[config.mk]
export PLATFORM = sky130hd
export DESIGN_NAME = snoop_accum
export DESIGN_NICKNAME = d
export VERILOG_FILES = /design/src/rtl/snp_pkg.sv /design/src/rtl/snp_bus_decode.sv /design/src/rtl/snp_alias_unit.sv /design/src/rtl/snp_calc_unit.sv /design/src/rtl/snp_read_mux.sv /design/src/rtl/snoop_accum.sv
export SDC_FILE = /design/constraint.sdc
export NUM_CORES = 1
export LEC_CHECK = 0
export ABC_AREA = 1
export CORE_AREA = 3 3 175 177
export DETAILED_ROUTE_END_ITERATION = 10
export DIE_AREA = 0 0 178 180
export GPL_TIMING_DRIVEN = 1
export PLACE_DENSITY = 0.69
export SETUP_SLACK_MARGIN = 0.4
export SYNTH_ARGS = -nofsm -noshare
export SYNTH_HDL_FRONTEND = slang
export SYNTH_SLANG_ARGS = --single-unit
export TNS_END_PERCENT = 10
[constraint.sdc]
create_clock -name clk -period 3.3 [get_ports clk]
set_clock_uncertainty 0.2 [all_clocks]
set_input_delay 0.495 -clock clk [delete_from_list [all_inputs] [get_ports clk]]
set_output_delay 0.495 -clock clk [all_outputs]
set_load 0.05 [all_outputs]
[src/rtl/snp_pkg.sv]
package snp_pkg;

    localparam int SNP_DW      = 32;
    localparam int SNP_AW      = 14;
    localparam int SNP_CHAN_W  = 4;
    localparam int SNP_CALC_W  = 4;
    localparam logic [11:0] SNP_OFS_CTRL = 12'h434;
    localparam logic [11:0] SNP_OFS_DATA = 12'h438;
    localparam logic [SNP_DW-1:0] SNP_CRC_POLY = 32'h04C1_1DB7;
    localparam logic [SNP_CALC_W-1:0] SNP_CALC_ADD = 4'hF;
    localparam logic [SNP_CALC_W-1:0] SNP_CALC_CRC = 4'h0;

    typedef enum logic [1:0] {
        OP_PLAIN = 2'b00,
        OP_TOGGLE = 2'b01,
        OP_OR    = 2'b10,
        OP_ANDN  = 2'b11
    } alias_op_e;

    typedef struct packed {
        logic [19:0]           spare_hi;
        logic                  out_inv;
        logic                  out_rev;
        logic                  spare_mid;
        logic [SNP_CALC_W-1:0] calc;
        logic [SNP_CHAN_W-1:0] chan;
        logic                  enable;
    } ctrl_t;

    typedef struct packed {
        logic              to_ctrl;
        logic              to_data;
        alias_op_e         op;
        logic [SNP_DW-1:0] mask;
    } wr_req_t;

    function automatic logic [SNP_DW-1:0] alias_apply(
        input alias_op_e op,
        input logic [SNP_DW-1:0] cur,
        input logic [SNP_DW-1:0] mask
    );
        logic [SNP_DW-1:0] r;
        unique case (op)
            OP_PLAIN:  r = mask;
            OP_TOGGLE: r = cur ^ mask;
            OP_OR:     r = cur | mask;
            OP_ANDN:   r = cur & ~mask;
            default:   r = cur;
        endcase
        return r;
    endfunction

    function automatic logic [SNP_DW-1:0] crc_step(
        input logic [SNP_DW-1:0] crc,
        input logic [SNP_DW-1:0] word
    );
        logic [SNP_DW-1:0] c;
        logic fb;
        c = crc;
        for (int i = SNP_DW - 1; i >= 0; i--) begin
            fb = c[SNP_DW-1] ^ word[i];
            c  = {c[SNP_DW-2:0], 1'b0};
            if (fb) c = c ^ SNP_CRC_POLY;
        end
        return c;
    endfunction

endpackage

[src/rtl/snp_bus_decode.sv]
module snp_bus_decode
    import snp_pkg::*;
(
    input  logic              wr_en,
    input  logic [SNP_AW-1:0] wr_addr,
    input  logic [SNP_DW-1:0] wr_data,
    output wr_req_t           req
);
    logic [11:0] ofs;

    always_comb begin
        ofs         = wr_addr[11:0];
        req.op      = alias_op_e'(wr_addr[SNP_AW-1:SNP_AW-2]);
        req.mask    = wr_data;
        req.to_ctrl = wr_en && (ofs == SNP_OFS_CTRL);
        req.to_data = wr_en && (ofs == SNP_OFS_DATA);
    end

endmodule

[src/rtl/snp_alias_unit.sv]
module snp_alias_unit
    import snp_pkg::*;
(
    input  logic              hit,
    input  alias_op_e         op,
    input  logic [SNP_DW-1:0] cur,
    input  logic [SNP_DW-1:0] mask,
    output logic [SNP_DW-1:0] nxt
);
    always_comb begin
        nxt = hit ? alias_apply(op, cur, mask) : cur;
    end
endmodule

[src/rtl/snp_calc_unit.sv]
module snp_calc_unit
    import snp_pkg::*;
(
    input  ctrl_t             ctrl,
    input  logic              xfer_valid,
    input  logic [SNP_CHAN_W-1:0] xfer_chan,
    input  logic              xfer_sniff,
    input  logic [SNP_DW-1:0] xfer_data,
    input  logic [SNP_DW-1:0] acc,
    output logic              upd,
    output logic [SNP_DW-1:0] acc_nxt
);
    logic qualify;
    logic [SNP_DW-1:0] sum_w;
    logic [SNP_DW-1:0] crc_w;

    always_comb begin
        qualify = xfer_valid && xfer_sniff && ctrl.enable && (xfer_chan == ctrl.chan);
        sum_w   = acc + xfer_data;
        crc_w   = crc_step(acc, xfer_data);
        upd     = 1'b0;
        acc_nxt = acc;
        if (qualify) begin
            if (ctrl.calc == SNP_CALC_ADD) begin
                upd     = 1'b1;
                acc_nxt = sum_w;
            end else if (ctrl.calc == SNP_CALC_CRC) begin
                upd     = 1'b1;
                acc_nxt = crc_w;
            end
        end
    end
endmodule

[src/rtl/snp_read_mux.sv]
module snp_read_mux
    import snp_pkg::*;
(
    input  logic [SNP_AW-1:0] rd_addr,
    input  ctrl_t             ctrl,
    input  logic [SNP_DW-1:0] acc,
    output logic [SNP_DW-1:0] rd_data
);
    logic [SNP_DW-1:0] acc_rev;
    logic [SNP_DW-1:0] acc_out;

    for (genvar g = 0; g < SNP_DW; g++) begin : g_rev
        assign acc_rev[g] = acc[SNP_DW-1-g];
    end

    always_comb begin
        acc_out = ctrl.out_rev ? acc_rev : acc;
        if (ctrl.out_inv) acc_out = ~acc_out;
        unique case (rd_addr[11:0])
            SNP_OFS_CTRL: rd_data = ctrl;
            SNP_OFS_DATA: rd_data = acc_out;
            default:      rd_data = '0;
        endcase
    end
endmodule

[src/rtl/snoop_accum.sv]
module snoop_accum
    import snp_pkg::*;
(
    input  logic                  clk,
    input  logic                  rst,
    input  logic                  wr_en,
    input  logic [SNP_AW-1:0]     wr_addr,
    input  logic [SNP_DW-1:0]     wr_data,
    input  logic [SNP_AW-1:0]     rd_addr,
    output logic [SNP_DW-1:0]     rd_data,
    input  logic                  xfer_valid,
    input  logic [SNP_CHAN_W-1:0] xfer_chan,
    input  logic                  xfer_sniff,
    input  logic [SNP_DW-1:0]     xfer_data
);
    ctrl_t             ctrl_q;
    logic [SNP_DW-1:0] acc_q;
    wr_req_t           req;
    logic [SNP_DW-1:0] ctrl_nxt;
    logic [SNP_DW-1:0] acc_wr_nxt;
    logic [SNP_DW-1:0] acc_calc_nxt;
    logic              calc_upd;

    snp_bus_decode u_dec (
        .wr_en   (wr_en),
        .wr_addr (wr_addr),
        .wr_data (wr_data),
        .req     (req)
    );

    snp_alias_unit u_ctrl_alias (
        .hit  (req.to_ctrl),
        .op   (req.op),
        .cur  (ctrl_q),
        .mask (req.mask),
        .nxt  (ctrl_nxt)
    );

    snp_alias_unit u_acc_alias (
        .hit  (req.to_data),
        .op   (req.op),
        .cur  (acc_q),
        .mask (req.mask),
        .nxt  (acc_wr_nxt)
    );

    snp_calc_unit u_calc (
        .ctrl       (ctrl_q),
        .xfer_valid (xfer_valid),
        .xfer_chan  (xfer_chan),
        .xfer_sniff (xfer_sniff),
        .xfer_data  (xfer_data),
        .acc        (acc_q),
        .upd        (calc_upd),
        .acc_nxt    (acc_calc_nxt)
    );

    snp_read_mux u_rd (
        .rd_addr (rd_addr),
        .ctrl    (ctrl_q),
        .acc     (acc_q),
        .rd_data (rd_data)
    );

    always_ff @(posedge clk) begin
        if (rst) begin
            ctrl_q <= '0;
            acc_q  <= '0;
        end else begin
            ctrl_q <= ctrl_t'(ctrl_nxt);
            if (req.to_data)
                acc_q <= acc_wr_nxt;
            else if (calc_upd)
                acc_q <= acc_calc_nxt;
        end
    end

    AST_IDLE_HOLDS: assert property (@(posedge clk) disable iff (rst)
        (!xfer_valid && !wr_en) |=> $stable(acc_q) && $stable(ctrl_q));

    AST_PLAIN_SEED: assert property (@(posedge clk) disable iff (rst)
        (wr_en && wr_addr == {2'b00, SNP_OFS_DATA}) |=> acc_q == $past(wr_data));

    AST_CTRL_OR: assert property (@(posedge clk) disable iff (rst)
        (wr_en && wr_addr == {2'b10, SNP_OFS_CTRL}) |=> ctrl_q == ($past(ctrl_q) | $past(wr_data)));

    AST_ADD_STEP: assert property (@(posedge clk) disable iff (rst)
        (xfer_valid && xfer_sniff && ctrl_q.enable && xfer_chan == ctrl_q.chan &&
         ctrl_q.calc == 4'hF && !wr_en) |=> acc_q == $past(acc_q) + $past(xfer_data));

    AST_BAD_CALC_HOLDS: assert property (@(posedge clk) disable iff (rst)
        (ctrl_q.calc != 4'hF && ctrl_q.calc != 4'h0 && !wr_en) |=> $stable(acc_q));

endmodule

==> results of run 1 <==
[flip-flops by register name (all words and copies together) (netlist names)]
register and flops:
acc_q 32, ctrl_q 32
[through the flow]
step | setup slack, ps | cell area, um2
2_1_floorplan | -4.11 | 13500
3_3_place_gp | -1130 | 18200
3_5_place_dp | -1150 | 18200
4_1_cts | -184 | 20000
5_1_grt | -489 | 21100
6_report | -345 | 21100
[how the worst max path moves through the flow]
stage	from	end	slack, ps
finish	acc_q[27]	acc_q[20]	-340
global route	xfer_data[30]	acc_q[16]	-490
CTS	acc_q[28]	acc_q[10]	-180
detailed placement	xfer_data[28]	acc_q[16]	-1150
global placement	xfer_data[30]	acc_q[16]	-1130
floorplan	xfer_data[30]	acc_q[13]	-4
[layer usage]
layer,up-vias,share of wire (%)
li1,8093,-
met1,8028,41
met2,815,45
met3,198,8.1
met4,6,5.7
met5,-,0.057
[power groups by stage]
stage,registers (mW),logic [mW],clock network (mW)
after floorplan,0.790,4.19,0
after global placement,0.790,6.89,0
after detailed placement,0.790,6.97,0
after CTS,0.771,8.21,1.20
after global routing,0.770,9.67,1.23
final,0.770,9.09,1.21
[final cells by class]
class,instances,area share [%]
diodes,1,0.0119
inverters,239,4.42
multi-input cells,1791,60.9
clock buffers,10,1.13
repair buffers,556,24.5
flip-flops and latches,64,6.15
well taps,390,2.31
clock inverters,6,0.545
[tightest hold or removal path: stages, from the launching register on]
cell and delay, ps:
dfxtp_1 310, inv_1 80, a211oi_1 70
[logic make-up after synthesis]
kind of cell | count (synthesis) | share of synthesized area [%]
compound gates | 403 | 17.6
xor+xnor | 197 | 13.6
fa+ha+maj | 163 | 15.3
buf+inv | 314 | 9.29
flops | 64 | 9.57
simple gates | 1028 | 34.6
[synthesized netlist by cell type, types with 3 or more instances]
cell type / n
xor2_1: 142
nand3b_1: 5
clkbuf_1: 63
dfxtp_1: 64
xnor2_4: 3
o21ai_0: 195
nand2_1: 626
buf_2: 3
a31oi_1: 10
nor4_1: 4
buf_1: 3
inv_2: 24
clkinv_1: 5
o211ai_1: 3
o21a_1: 5
nor3_1: 5
a21boi_0: 4
ha_1: 162
inv_1: 207
nor2_1: 90
o21ai_1: 5
xor2_2: 4
a221oi_1: 16
nand2_2: 89
inv_4: 3
nand2_4: 16
nand3_2: 9
a21oi_1: 85
buf_6: 5
a211oi_1: 47
or2_2: 4
nand2_8: 4
xnor2_1: 46
nand4_1: 7
a2111oi_0: 24
nand3_1: 162
[placed cells by master (no fill, tap or decap), types with 83 or more instances in the layout]
cell type and count:
buf_4 378, ha_1 156, inv_1 200, nand2_1 499, nand2_2 127, nand2_4 102
nand3_1 97, nor2_1 83, o21ai_0 159, xor2_1 107
[timing repair]
item / 4_1_cts / 5_1_grt
setup endpoints to repair: 64 / 63
gates resized for setup: 312 / 201
pin swaps: 137 / 129
hold buffers: 0 / 0
hold endpoints to repair: 0 / 0
setup buffers: 37 / 28
==> results.md, run 1 <==
- Row cnt: 63
- Layout cell share with drive strength beyond 1: a little over a third
- DRT iter0 DRCs: about 1,600
- Max Cap Viol: 0
- Clock share of power: a little over a tenth
- Worst-path fanout max: 6
- Clk_lat worst skew: around 360 ps
- VDD IR max: between 0.3 and 0.4 mV
- FF-to-FF End: acc_q[20]
- GR Overflow Total: 0
- R2R Setup Slk: -340 ps
- Post-synth net total: 2,433
- Cells after synthesis: 2,169
- Hold Path Class: reg2reg
- Worst-path clk slew: about 70 ps
- Startpoint Class: flip-flop
- Number of global-route vias before repair: about 16,000
- Via count: between 15,000 and 20,000
- Hold wc startpoint: ctrl_q[15]
- Met3 usage: under 10%
- Setup WS post-layout: -345 ps
- Tmin final: around 3600 ps
- Core Area: 29,400 um2
- Post-synth EDFFs: 0
- Vias/cell: 5.61
- Routed WL per cell: 20.5 um
- Hold depth: 2
- Sequential area share after synthesis: under 10%
- Full die area: about 32,000 um2
- WP depth: 23
- Slew HR: a little over half
- RSZ-0062 raised after global routing: true
- Num Clock Sinks: 64
- Drt total wl: 62,600 um
- Reg power frac: under 10%
- Slew Limit Fails: 0
- CP Cell Sequence: ha_4, buf_6, nand2_1, nand2_1, nand2_2, nand2_2, nand2_2, nand2_4, inv_4, nand2_4, nand2_4, xnor2_4, buf_4, nand2_2, nand2_4, buf_4, xor2_2, xor2_2, nand2_1, nand2_1, o211ai_1, nand2_1, a21oi_1
- Reg2Reg Depth: 23
- Largest net degree at the start of global routing: 65
- Top-area cell type share of the netlist area: ~18%
- Starting density of the core: 45.5%
- Register area: 1300 um2
- Worst Path Buf+Inv: 4
- Final setup TNS: -7330 ps
- Reg2reg start: acc_q[27]
- Detail Route Antenna Nets: 0
- Hold_ws: around 320 ps
- Die Y: 180 um
- Slowest-stage cell, CP: dfxtp_4
- CTS tree: done
- PwrDens: 525 nW/um2
- Post-detail-place hpwl: 48,100 um
- CP Class: reg2reg
- Hold Path End: ctrl_q[15]
- CTS Buf Count: 9
- Delay-heaviest family, CP: simple AND/OR/NAND/NOR gates
- Most Crowded Layer GR: met2
- YS warnings: 0
- Mean Syn Cell Area: a little over 6 um2
- Switching Share: between 50% and 60%
- Leak: 10.5 nW
- H-tree levels: 3
- Largest cells by area after synthesis: nand2_1 18%, ha_1 15%, dfxtp_1 9.6%, xor2_1 9.3%, o21ai_0 7.3%
- Async SR Flop Fraction: 0%
- Psw: a little under 6 mW
- Crit end category: flip-flop
- Mapped Area: roughly 13,000 um2
- Slew @ Worst Pin: 719 ps
- Drt drc: 0
- Met2 usage: 58.9%
- Root buffer cell: clkbuf_16
- # setup viols final: 32
- CP arrival: about 3700 ps
- Placed insts: roughly 3,000
- Yosys reg bits: 64
- Dominant cell type by area after synthesis: nand2_1
- Total track usage: about 37%
- Failing checks: negative setup slack
- Layout fillers: between 2,000 and 2,500
- Met1 global-route usage: ~50%
- CP most frequent cell: nand2_1
- Int Pwr: 5.24 mW
- Fmax: about 270 MHz
- Antenna violations before repair: 4
- Comb pwr share: a little over 80%
- TritonRoute pass-1 iters: 6
- Io pins: 133
- Hold Violations, Final: 0
- First-pass GRT wire length: 92,800 um
- Synth Flop Type: dfxtp_1
- Port bufs: between 100 and 150
- WP data required: roughly 3400 ps
- Buffer levels on the longest clock path: 2
- Post-route clock period utilization: 110%
- Fin util: a little under three quarters
- Area Overhead vs Synth: 57.7%
- Netlist cell types: 52
- Tot Pwr: 11.1 mW
- Die width: around 180 um
- Area of the multi-input gates: 12,900 um2
- GPL Wtd Cong: 1.07
- Final net count: 2,925
- Finished Layout Cells: between 3,000 and 4,000
- Outcome: finished with violations
- Slowest stage delay, CP: 370 ps
Note: power is estimated with default switching activity, not from simulation.
==> run 2: changes to the inputs <==
- CORE_AREA: 3 3 175 177 -> 3 3 177 179
- DIE_AREA: 0 0 178 180 -> 0 0 180 182
- PLACE_DENSITY: 0.69 -> 0.67
==> run 2 against run 1 <==
  * The run still ends with negative setup slack left
  * Worst hold slack got worse by 1.1 ps
  * Fmax increased by 0.47%
  * Sequential power about the same
  * Clock power decreased by 24%
  * Sequential share of layout area decreased by 0.057 points
  * Combinational power increased by 2%
  * Critical path depth increased by 7
  * First-iteration DRC count increased by 1.4%
  * Core utilization about the same
  * Routed wire length decreased by 1.3%
  * Non-clock buffer count increased by 10
  * Die area increased by 2.2%
==> results.md, run 2 (synthesis gave the netlist of run 1 again) <==
- FF-to-FF End: acc_q[12]
- Reg2reg start: acc_q[28]
- # setup viols final: 32 (unchanged)
- Max Cap Viol: 0 (unchanged)
- CP arrival: 3700 ps (-30 ps)
- TritonRoute pass-1 iters: 5 (-1)
- Die Y: 182 um (+1.1%)
- Worst slack, placed: -1150 ps (-0.540 ps)
- Largest regs: acc_q x32, ctrl_q x32
- Setup WS post-layout: -328 ps (+16.9 ps)
- R2R Setup Slk: -320 ps (+20 ps)
- Fmax: 276 MHz (+0.47%)
- GPL Wtd Cong: 1.03 (-3.0%)
- Slew Limit Fails: 0 (unchanged)
- Via count: 17,100 (-0.26%)
- GR Overflow Total: 0 (unchanged)
- VDD IR max: 0.453 mV (+20%)
- Starting density of the core: 45.0% (-0.48 points)
- Root buffer cell: clkbuf_16
- Outcome: finished with violations
- Io pins: 133 (unchanged)
- Vias/cell: 5.58 (-0.55%)
- Routed WL per cell: 20.2 um (-1.6%)
- DRT iter0 DRCs: 1,666 (+1.4%)
- Hold Path End: ctrl_q[17]
- H-tree levels: 3 (unchanged)
- Core Area: 29,700 um2 (+1.1%)
- CP most frequent cell: nand2_1
- Port bufs: 130 (unchanged)
- Slowest-stage cell, CP: ha_4
- Worst-path fanout max: 8 (+2)
- Number of global-route vias before repair: 16,200 (-1.3%)
- Worst Path Buf+Inv: 6 (+2)
- Hold_ws: 317 ps (-1.15 ps)
- Area Overhead vs Synth: 59.5%
- Clk_lat worst skew: 340 ps (-20 ps)
- Worst-path clk slew: 60 ps (about the same)
- Largest net degree at the start of global routing: 65 (unchanged)
- RSZ-0062 raised after global routing: true
- Inserted Diodes: 0 (-1)
- Drt total wl: 61,800 um (-1.3%)
- First-pass GRT wire length: 91,000 um (-1.9%)
- Num Clock Sinks: 64 (unchanged)
- Hold depth: 2 (unchanged)
- Drt drc: 0 (unchanged)
- Antenna violations before repair: 1 (-3)
- Buffer levels on the longest clock path: 2 (unchanged)
- Post-detail-place hpwl: 47,300 um (-1.7%)
- CP Class: in2reg
- CTS tree: done
- Hold Path Class: reg2reg
- Leak: 10.6 nW (+0.41%)
- Commonest non-fill, non-tap cell in the layout: nand2_1
- Crit end category: flip-flop
- PwrDens: 512 nW/um2 (-2.4%)
- Hold wc startpoint: ctrl_q[17]
- Final instance area: 21,300 um2 (+1.1%)
- Tot Pwr: 10.9 mW (-1.3%)
- Placed Instance Area: 18,000 um2 (-0.92%)
- WP data required: 3380 ps (about the same)
- Post-route clock period utilization: 110% (-0.51 points)
- Layout cell share with drive strength beyond 1: 37.5% (+2.3 points)
- Slowest stage delay, CP: 350 ps (-20 ps)
- Total track usage: 35.0% (-2.3 points)
- Slew HR: 53.0% (+0.94 points)
- CTS Buf Count: 9 (unchanged)
- Die width: 180 um (+1.1%)
- Delay-heaviest family, CP: simple AND/OR/NAND/NOR gates
- Full die area: 32,800 um2 (+2.2%)
- Commonest non-fill, non-tap cells in the layout: 479 x nand2_1, 384 x buf_4, 193 x inv_1, 155 x o21ai_0, 155 x ha_1
- Tmin final: 3630 ps (-16.9 ps)
- Reg2Reg Depth: 28 (+22%)
- Startpoint Class: input pin
- Hold Violations, Final: 0 (unchanged)
- Final net count: 2,935 (+0.34%)
- Detail Route Antenna Nets: 0 (unchanged)
- Failing checks: negative setup slack
- CTS Hold Bufs: 0 (unchanged)
- Slew @ Worst Pin: 705 ps (-14.1 ps)
- Row cnt: 63 (unchanged)
## run 2: cell types whose count changed in the layout (fill, tap and decap cells not counted), moves of 5 or more
cell / previous run / this run
nand2_2: 127 / 148
nand2_1: 499 / 479
o21ai_2: 11 / 21
nand3_1: 97 / 88
buf_6: 26 / 34
inv_1: 200 / 193
nand3_4: 18 / 25
buf_4: 378 / 384
buf_12: 52 / 47
inv_2: 23 / 28
o21ai_1: 28 / 23
xnor2_1: 35 / 30
## run 2: worst min-delay path: stages (launching register included)
cell and delay [ps]:
dfxtp_1 310, inv_1 80, a211oi_1 70
## run 2: final cells by class
type / instances / area, um2
Multi-Input combinational cell: 1791 / 13100
Fill cell: 2391 / 8380
Timing Repair Buffer: 566 / 5210
Sequential cell: 64 / 1300
Inverter: 239 / 937
Tap cell: 390 / 488
Clock buffer: 12 / 246
Clock inverter: 4 / 20.0
## run 2: how the worst max path moves through the flow
stage | cells past startpoint | from | endpoint | slack (ps)
finish | 30 | xfer_data[30] | acc_q[12] | -330
detailed placement | 30 | xfer_data[29] | acc_q[13] | -1150
floorplan | 30 | xfer_data[30] | acc_q[13] | -4
CTS | 25 | acc_q[27] | acc_q[13] | -210
global route | 28 | acc_q[28] | acc_q[17] | -470
global placement | 28 | xfer_data[26] | acc_q[13] | -1070
## run 2: what timing repair did
| item | in CTS | in global routing |
|---|---|---|
| pin swaps | 107 | 177 |
| setup endpoints to repair | 64 | 64 |
| buffers inserted | 44 | 45 |
| resized for setup | 277 | 325 |
## run 2: report_power, final
group,switching (mW),internal [mW]
clock network,0.390,0.525
registers,0.000242,0.769
logic,5.41,3.82
total,5.80,5.12
## run 2: metrics by stage
step | instances | TNS [ps] | utilization, %
final | 3066 | -7290 | 71.8
after global routing | 3066 | -11370 | 71.8
after CTS | 3021 | -4830 | 65.7
after detailed placement | 2961 | -31370 | 60.5
after global placement | 2961 | -29730 | 60.5
after floorplan | 2169 | -4.11 | -
## run 2: routing by layer
layer  share of wire, %  track usage, %  up-vias  routed length [um]
met1                 41            45.4     8031               25300
met2                 46            58.1      807               28400
met4                5.9            17.0        0                3650
met3                7.2            3.85      165                4470
met5                  0               0        -                   0
li1                   -               -     8093                   -
